**config.mk**
```make
export PLATFORM = sky130hd
export DESIGN_NAME = modereg_entry_seq
export DESIGN_NICKNAME = d
export VERILOG_FILES = /design/src/rtl/modereg_pkg.sv /design/src/rtl/bus_cycle_tracker.sv /design/src/rtl/entry_fsm.sv /design/src/rtl/mode_store.sv /design/src/rtl/modereg_entry_seq.sv
export SDC_FILE = /design/constraint.sdc
export NUM_CORES = 1
export LEC_CHECK = 0
export BUFFER_PORTS_ARGS = -buffer_cell sky130_fd_sc_hd__buf_2
export CAP_MARGIN = 25
export CORE_MARGIN = 2
export CORE_UTILIZATION = 47
export DETAILED_ROUTE_END_ITERATION = 12
export PLACE_DENSITY = 0.84
export SETUP_SLACK_MARGIN = 0.02
export SYNTH_ARGS = -nofsm -noshare
export SYNTH_HDL_FRONTEND = slang
export SYNTH_HIERARCHICAL = 1
export SYNTH_SLANG_ARGS = --single-unit
```
**constraint.sdc**
```tcl
create_clock -name clk -period 4.9 [get_ports clk]
set_input_delay 0.98 -clock clk [delete_from_list [all_inputs] [get_ports clk]]
set_output_delay 0.98 -clock clk [all_outputs]
set_load 0.005 [all_outputs]
```
**src/rtl/modereg_pkg.sv**
```systemverilog
package modereg_pkg;
  // Each state names the bus cycle the sequencer is waiting for.
  typedef enum logic [2:0] {
    ST_IDLE = 3'd0,  // waiting for cycle 1 (read, top)
    ST_P1   = 3'd1,  // waiting for cycle 2 (write, top)
    ST_P2   = 3'd2,  // waiting for cycle 3 (write, top)
    ST_SEL  = 3'd3,  // waiting for cycle 4 (select, committed)
    ST_C5   = 3'd4,  // waiting for cycle 5
    ST_C6   = 3'd5   // waiting for cycle 6
  } seq_state_t;
endpackage

```
**src/rtl/bus_cycle_tracker.sv**
```systemverilog
module bus_cycle_tracker #(
  parameter int ADDR_W = 22
) (
  input  logic              clk,
  input  logic              rst_n,
  input  logic              ce_n,
  input  logic              oe_n,
  input  logic              we_n,
  input  logic [ADDR_W-1:0] addr,
  output logic              cyc_end,
  output logic              cyc_rd,
  output logic              cyc_wr,
  output logic              cyc_top
);
  localparam logic [ADDR_W-1:0] TOP_ADDR = {ADDR_W{1'b1}};

  logic ce_q;
  logic saw_oe_q, saw_oe_d;
  logic saw_we_q, saw_we_d;

  always_comb begin
    cyc_end  = ce_n & ~ce_q;
    saw_oe_d = saw_oe_q;
    saw_we_d = saw_we_q;
    if (cyc_end) begin
      saw_oe_d = 1'b0;
      saw_we_d = 1'b0;
    end else if (!ce_n) begin
      saw_oe_d = saw_oe_q | ~oe_n;
      saw_we_d = saw_we_q | ~we_n;
    end
  end

  always_ff @(posedge clk or negedge rst_n) begin
    if (!rst_n) begin
      ce_q     <= 1'b1;
      saw_oe_q <= 1'b0;
      saw_we_q <= 1'b0;
    end else begin
      ce_q     <= ce_n;
      saw_oe_q <= saw_oe_d;
      saw_we_q <= saw_we_d;
    end
  end

  assign cyc_wr  = saw_we_q;
  assign cyc_rd  = saw_oe_q & ~saw_we_q;
  assign cyc_top = (addr == TOP_ADDR);
endmodule

```
**src/rtl/entry_fsm.sv**
```systemverilog
module entry_fsm
  import modereg_pkg::*;
(
  input  logic       clk,
  input  logic       rst_n,
  input  logic       cyc_end,
  input  logic       cyc_rd,
  input  logic       cyc_wr,
  input  logic       cyc_top,
  input  logic       sel_bit,
  output seq_state_t state,
  output logic       op_set,
  output logic       lo_capture,
  output logic       hi_commit,
  output logic       done
);
  seq_state_t st_q, st_d;
  logic       op_set_q, op_set_d;
  logic       done_q, done_d;
  logic       top_rd, top_wr;

  assign top_rd = cyc_rd & cyc_top;
  assign top_wr = cyc_wr & cyc_top;

  always_comb begin
    st_d     = st_q;
    op_set_d = op_set_q;
    done_d   = 1'b0;
    if (cyc_end) begin
      unique case (st_q)
        ST_IDLE: st_d = top_rd ? ST_P1 : ST_IDLE;
        ST_P1:   st_d = top_wr ? ST_P2 : (top_rd ? ST_P1 : ST_IDLE);
        ST_P2:   st_d = top_wr ? ST_SEL : (top_rd ? ST_P1 : ST_IDLE);
        ST_SEL: begin
          st_d     = ST_C5;
          op_set_d = sel_bit;
        end
        ST_C5:   st_d = ST_C6;
        ST_C6: begin
          st_d   = ST_IDLE;
          done_d = 1'b1;
        end
        default: st_d = ST_IDLE;
      endcase
    end
  end

  always_ff @(posedge clk or negedge rst_n) begin
    if (!rst_n) begin
      st_q     <= ST_IDLE;
      op_set_q <= 1'b0;
      done_q   <= 1'b0;
    end else begin
      st_q     <= st_d;
      op_set_q <= op_set_d;
      done_q   <= done_d;
    end
  end

  assign state      = st_q;
  assign op_set     = op_set_q;
  assign done       = done_q;
  assign lo_capture = cyc_end & op_set_q & (st_q == ST_C5);
  assign hi_commit  = cyc_end & op_set_q & (st_q == ST_C6);
endmodule

```
**src/rtl/mode_store.sv**
```systemverilog
module mode_store #(
  parameter int HALF_W = 16
) (
  input  logic                clk,
  input  logic                rst_n,
  input  logic                lo_capture,
  input  logic                hi_commit,
  input  logic [HALF_W-1:0]   code_in,
  output logic [2*HALF_W-1:0] mode_reg,
  output logic                mode_valid
);
  logic [HALF_W-1:0]   stage_lo_q;
  logic [2*HALF_W-1:0] mreg_q;
  logic                valid_q;

  // Data holders carry no reset: contents are unknown until first set.
  always_ff @(posedge clk) begin
    if (lo_capture) stage_lo_q <= code_in;
  end

  always_ff @(posedge clk) begin
    if (hi_commit) mreg_q <= {code_in, stage_lo_q};
  end

  always_ff @(posedge clk or negedge rst_n) begin
    if (!rst_n)         valid_q <= 1'b0;
    else if (hi_commit) valid_q <= 1'b1;
  end

  assign mode_reg   = mreg_q;
  assign mode_valid = valid_q;
endmodule

```
**src/rtl/modereg_entry_seq.sv**
```systemverilog
module modereg_entry_seq
  import modereg_pkg::*;
#(
  parameter int ADDR_W = 22,
  parameter int DATA_W = 32,
  parameter int CODE_W = 16
) (
  input  logic                clk,
  input  logic                rst_n,
  input  logic                ce_n,
  input  logic                oe_n,
  input  logic                we_n,
  input  logic [ADDR_W-1:0]   addr,
  input  logic [DATA_W-1:0]   din,
  output logic [2*CODE_W-1:0] mode_reg,
  output logic                mode_valid,
  output logic [DATA_W-1:0]   rd_data,
  output logic                rd_drive,
  output logic                array_inhibit,
  output logic                seq_busy,
  output logic                seq_done
);
  localparam int MODE_W = 2 * CODE_W;

  logic       cyc_end, cyc_rd, cyc_wr, cyc_top;
  logic       op_set, lo_capture, hi_commit;
  seq_state_t state;

  bus_cycle_tracker #(.ADDR_W(ADDR_W)) u_trk (
    .clk     (clk),
    .rst_n   (rst_n),
    .ce_n    (ce_n),
    .oe_n    (oe_n),
    .we_n    (we_n),
    .addr    (addr),
    .cyc_end (cyc_end),
    .cyc_rd  (cyc_rd),
    .cyc_wr  (cyc_wr),
    .cyc_top (cyc_top)
  );

  entry_fsm u_fsm (
    .clk        (clk),
    .rst_n      (rst_n),
    .cyc_end    (cyc_end),
    .cyc_rd     (cyc_rd),
    .cyc_wr     (cyc_wr),
    .cyc_top    (cyc_top),
    .sel_bit    (din[0]),
    .state      (state),
    .op_set     (op_set),
    .lo_capture (lo_capture),
    .hi_commit  (hi_commit),
    .done       (seq_done)
  );

  mode_store #(.HALF_W(CODE_W)) u_store (
    .clk        (clk),
    .rst_n      (rst_n),
    .lo_capture (lo_capture),
    .hi_commit  (hi_commit),
    .code_in    (din[CODE_W-1:0]),
    .mode_reg   (mode_reg),
    .mode_valid (mode_valid)
  );

  logic rb_phase;
  assign rb_phase = ~op_set & ((state == ST_C5) | (state == ST_C6));

  always_comb begin
    rd_data = '0;
    if (state == ST_C6) rd_data[CODE_W-1:0] = mode_reg[MODE_W-1:CODE_W];
    else                rd_data[CODE_W-1:0] = mode_reg[CODE_W-1:0];
  end

  assign rd_drive      = rb_phase & ~ce_n & ~oe_n & we_n;
  assign seq_busy      = (state != ST_IDLE);
  assign array_inhibit = (state == ST_SEL) | (state == ST_C5) | (state == ST_C6);
endmodule

```
; Word-level counts from Yosys, hierarchy flattened
; Cells that the tools add are included.
[classes]
n_mul = 0
eq_ne = 7
div = 0
shifts = 0
bitwise = 22
n_reduce_logical = 3
n_lt_le_gt_ge = 0
add_sub_neg = 0
muxes = 11
[op_table]
columns = cell, count
row1 = $eq A22 B22 Y1 const B, 1
row2 = $mux W16, 1
row3 = $pmux W3 S5, 1
row4 = $and A1 B1 Y1, 11
row5 = $mux W1, 7
row6 = $eq A3 B2 Y1 const B, 2
row7 = $eq A3 B3 Y1 const B, 2
row8 = $mux W3, 2
row9 = $not A1 Y1, 6
row10 = $or A1 B1 Y1, 5
row11 = $eq A3 B1 Y1 const B, 1
row12 = $logic_not A3 Y1, 1
row13 = $reduce_bool A3 Y1, 1
row14 = $ne A2 B1 Y1 const B, 1
row15 = $reduce_and A2 Y1, 1
[word_totals]
latch_bits = 0
ff_bits = 57
mem_bits_rw = 0
elab_cells = 52
rom_bits = 0
mem_count = 0

; Depth between registers and ports, before layout
[depth]
word_depth = 6
mapped_depth = 6
ltp_nobuf = 6

; Hierarchy
; The synthesis kept the hierarchy.
[by_module_without_submodules]
columns = module, n_inst, area_per_inst_um2, cells_each
row1 = mode_store, 1, 1472.7, 50
row2 = modereg_entry_seq, 1, 407.9, 41
row3 = entry_fsm, 1, 276.5, 30
row4 = bus_cycle_tracker, 1, 162.7, 18

; Least setup slack after synthesis
; Ideal clock, no wire load.
[synth_path]
path_type = input-to-reg
from = input ce_n
to = register u_store.mreg_q[0] (netlist: u_store/mode_reg[0]), enable pin
setup_slack_ns = 1.774
t_required_ns = 4.478
cell_stages = 4
arrival_ns = 2.705
path_cell_list = nand2b_1 > inv_1 > nand3_1 > nor2_1
[synth_between]
elab_chain_cells = 3
[synth_rtl]
columns = item, line_no
row1 = "start, declared", modereg_entry_seq.sv:10  ; input logic ce_n,
row2 = $and A1 B1 Y1, bus_cycle_tracker.sv:22  ; cyc_end = ce_n & ~ce_q;
row3 = net cyc_end, modereg_entry_seq.sv:25  ; logic cyc_end, cyc_rd, cyc_wr, cyc_top;
row4 = $and A1 B1 Y1 (2 in series), entry_fsm.sv:64  ; assign hi_commit = cyc_end & op_set_q & (st_q == ST_C6);
row5 = net hi_commit, modereg_entry_seq.sv:26  ; logic op_set, lo_capture, hi_commit;
row6 = "end signal, assigned", mode_store.sv:22  ; if (hi_commit) mreg_q <= {code_in, stage_lo_q};
row7 = "end, declared", mode_store.sv:13  ; logic [2*HALF_W-1:0] mreg_q;
; The timed path passes the listed nets, and every way through them passes these cells.
; A chain may end at the register's enable or synchronous reset.

; Worst setup path in the final report
[layout_path]
from = register u_fsm.st_q[0] (netlist: u_fsm/state[0])
to = output rd_data[6]
[layout_between]
elab_chain_cells = 2
[layout_rtl]
columns = item, line_no
row1 = "start, declared", entry_fsm.sv:17  ; seq_state_t st_q, st_d;
row2 = "start signal, assigned", entry_fsm.sv:54  ; st_q <= st_d;
row3 = $eq A3 B3 Y1, modereg_entry_seq.sv:72  ; if (state == ST_C6) rd_data[CODE_W-1:0] = mode_reg[MODE_W-1:CODE_W];
row4 = $mux W16, modereg_entry_seq.sv:72
row5 = "end, declared", modereg_entry_seq.sv:17  ; output logic [DATA_W-1:0] rd_data,
; Every way passes these cells.

==> results.txt <==
----------------------------------------------------
[Status]
  Result of the run ... finished clean

[STA]
  Total of endpoints with negative setup slack in the final report ... 0
  Maximum achievable frequency ... 0.356 GHz
  Post-route clock period utilization ... 57.4%
  Minimum setup slack in the final design ... 2090 ps
  Hold violation count in the final report ... 0
  Setup TNS after final layout ... 0 ps
  Max-slew headroom at the worst pin ... 42.3%
  Min Tclk post-route ... 2810 ps
  Final Max Slew Viols ... 0
  Slew @ Worst Pin ... 865 ps
  Setup Skew ... 5.61 ps
  Unrepaired setup endpoints after global routing ... no

[GRT]
  Wire length of the first global-routing pass ... 6.39 mm
  Aggregate global-route resource usage ... 16.3%
  Aggregate global routing overflow ... 0
  Number of antenna violations at the first check in global routing ... 1
  Number of global-route vias before repair ... 1372
  Pin count of the biggest net entering global routing ... 18

[Critical path]
  Startpoint kind of the worst setup timing path ... flip-flop
  Crit path required time ... 3920 ps
  Highest net fanout along the worst path ... 16
  Critical path buffer and inverter count ... 1
  Largest stage delay on the critical path ... 600 ps
  Nature of the critical path endpoint ... output port
  Data arrival at the endpoint of the critical path ... 1830 ps
  Ordered list of cells on the worst path ... nand3b_4 > mux2_4 > buf_2
  Cell type of the slowest stage on the worst timing path ... dfrtp_1
  Delay-heaviest family, CP ... flip-flops
  Critical path class ... flip-flop to output port

[Power and ir drop]
  Proportion of power drawn by combinational gates ... 3.1%
  Leakage power ... 1.34 nW
  Total power after layout ... 950 uW
  Sw Share ... 19.0%
  Internal power summed over all cells ... 770 uW
  Share of total power in the clock network ... 41.3%
  Switching power ... 180 uW
  Sequential group share of total power ... 55.6%
  Power per unit of standard cell area ... 317 nW/um2
  Worst vdd ir ... 231 uV

[Final layout]
  Filler Cell Count ... 386
  Number of flip-flops under the largest register name ... 32
  Final net count ... 303
  Area Overhead vs Synth ... 29.2%
  Share of post-route cells with drive strength above 1 ... 52.6%
  Number of antenna repair diodes ... 0

[Clocking]
  CTS tree ... built
  Setup fix buffers added after clock tree synthesis ... 0
  Clock insertion delay at the later pin of the skew report ... 320 ps
  Clock slew at reported path FFs ... 60 ps
  Resized Gates After CTS ... 0
  Number of buffers added to fix hold violations after cts ... 0
  Clock buffer depth ... 2
  CTS H-tree lvls ... 3
  Clock sink count ... 57
  CTS buffer count ... 9
  Root Buffer ... clkbuf_8

[Routing]
  Average vias per placed instance ... 4.58
  Number of violations reported at the end of detailed-routing iteration 0 ... 54
  Post-DR wirelength/cell ... 13.6 um
  Final routed wirelength across all metal layers ... 4.30 mm
  Via total after detailed routing ... 1446
  Antenna-violating nets left ... 0
  DRC Markers ... 0
  TritonRoute pass-1 iters ... 4

[Placement]
  I/O Buffers ... 95
  Post-DP HPWL ... 3.10 mm
  Pre-CTS setup slack ... 1960 ps
  RePlAce Congestion ... 0.676

[Logic synthesis]
  Avg Cell Area, Syn ... 16.7 um2
  FF+latch count, synth ... 57
  Cell count after synthesis ... 139
  Netlist area before placement ... 2320 um2
  Yosys warning total ... 6
  Fraction of the yosys area taken by sequential cells ... 71.9%
  Count of cell types in the netlist ... 32

[Die]
  Die extent in y ... 74.3 um
  Number of I/O pins ... 128
  Area of the die ... 5510 um2
  Effective utilization at floorplan ... 48.8%
  Cell Rows ... 25
  Core Box Area ... 4750 um2
  Die span in x ... 74.3 um

[Min path]
  Worst hold-check path type ... flip-flop to flip-flop

[Flow run]
  Max-cap check violation count ... 0

----------------------------------------------------
synthesized netlist by cell type:
| master | instances | area share (%) |
|---|---|---|
| or2b_1 | 1 | 0.32 |
| nand3_1 | 1 | 0.22 |
| inv_1 | 4 | 0.65 |
| o21a_1 | 1 | 0.32 |
| nor4b_1 | 1 | 0.38 |
| dfrtp_1 | 8 | 8.6 |
| nand3b_1 | 1 | 0.32 |
| mux2_2 | 7 | 3.4 |
| nor2_1 | 2 | 0.32 |
| a21oi_1 | 1 | 0.22 |
| buf_6 | 1 | 0.49 |
| o21ai_0 | 4 | 0.86 |
| nor3_1 | 1 | 0.22 |
| or2_1 | 1 | 0.27 |
| nand4_1 | 5 | 1.3 |
| conb_1 | 1 | 0.16 |
| nor4_1 | 2 | 0.54 |
| nand2b_2 | 1 | 0.38 |
| mux2_4 | 10 | 6.5 |
| nand3b_4 | 1 | 0.86 |
| nor2b_1 | 1 | 0.27 |
| or3_1 | 2 | 0.54 |
| buf_4 | 17 | 5.5 |
| dfstp_2 | 1 | 1.1 |
| nand2_1 | 7 | 1.1 |
| o32ai_1 | 1 | 0.38 |
| nand4b_1 | 1 | 0.38 |
| nor3_2 | 1 | 0.43 |
| o31ai_1 | 1 | 0.32 |
| nand2b_1 | 4 | 1.1 |
| or4_1 | 1 | 0.32 |
| edfxtp_1 | 48 | 62 |
cells in the final DEF, fill, tap and decap left out, types with 5 or more instances in the layout:
master / n
nand4_1: 5
clkbuf_8: 9
dfrtp_1: 8
mux2_2: 7
edfxtp_1: 48
mux2_4: 10
conb_1: 16
buf_2: 95
nand2_1: 7
logic make-up (layout without fill, tap and decap cells):
| logic type | count (synthesis) | after routing | synth area share, % |
|---|---|---|---|
| AOI/OAI and AO/OA | 8 | 8 | 2.10 |
| DFF | 57 | 57 | 71.9 |
| other | 1 | 16 | 0.162 |
| and+or+nand+nor | 34 | 34 | 9.33 |
| buffers and inverters | 22 | 117 | 6.63 |
| muxes | 17 | 17 | 9.87 |
area by class of cell:
type	count	area, um2	share of cell area [%]
Clock inverter	5	46.3	1.54
Timing Repair Buffer	97	490	16.4
Inverter	4	15.0	0.501
Clock buffer	11	131	4.38
Sequential cell	57	1670	55.7
Multi-Input combinational cell	75	562	18.7
Tap cell	67	83.8	2.80
per-stage QoR:
step,cells,utilization [%],hold slack (ps),cell area [um2]
final,316,63.0,413,3000
after global placement,300,59.3,401,2820
after detailed placement,300,59.3,405,2820
after floorplan,154,-,400,2380
after global routing,316,63.0,419,3000
after CTS,316,63.0,412,3000
worst reg2reg max path, delay by kind of cell, from the launching register on:
kind                   cells  cell delay [ps]
DFF                        1              360
buffers and inverters      2              550
and+or+nand+nor            3             1010
metal layers:
metal / routed length, um / up-vias / track usage [%]
li1: - / 698 / -
met1: 1690 / 686 / 18.6
met2: 2290 / 56 / 27.1
met3: 276 / 4 / 8.54
met4: 25 / 2 / 4.76
met5: 11 / - / 0
path summary, 6_finish.rpt:
check,from,endpoint,slack [ps],cells after the start
setup / recovery,u_fsm/state[0],rd_data[6],2090,3
hold / removal,u_store/stage_lo_q[0],u_store/mode_reg[0],410,0
setup reg to reg,u_trk/ce_q,u_store/mode_reg[16],2660,5
hold reg to reg,u_store/stage_lo_q[0],u_store/mode_reg[0],410,0
max in group asynchronous,rst_n,u_trk/ce_q,4140,1
min in group asynchronous,rst_n,u_fsm/state[0],500,1
power groups by stage:
stage | combinational (mW) | sequential (mW) | clock [mW]
3_5_place_dp | 0.0293 | 0.538 | 0
6_report | 0.0292 | 0.528 | 0.393
5_1_grt | 0.0342 | 0.528 | 0.431
3_3_place_gp | 0.0278 | 0.538 | 0
4_1_cts | 0.0294 | 0.528 | 0.407
2_1_floorplan | 0.0176 | 0.538 | 0
No activity file was read; power rests on OpenSTA's default activity.
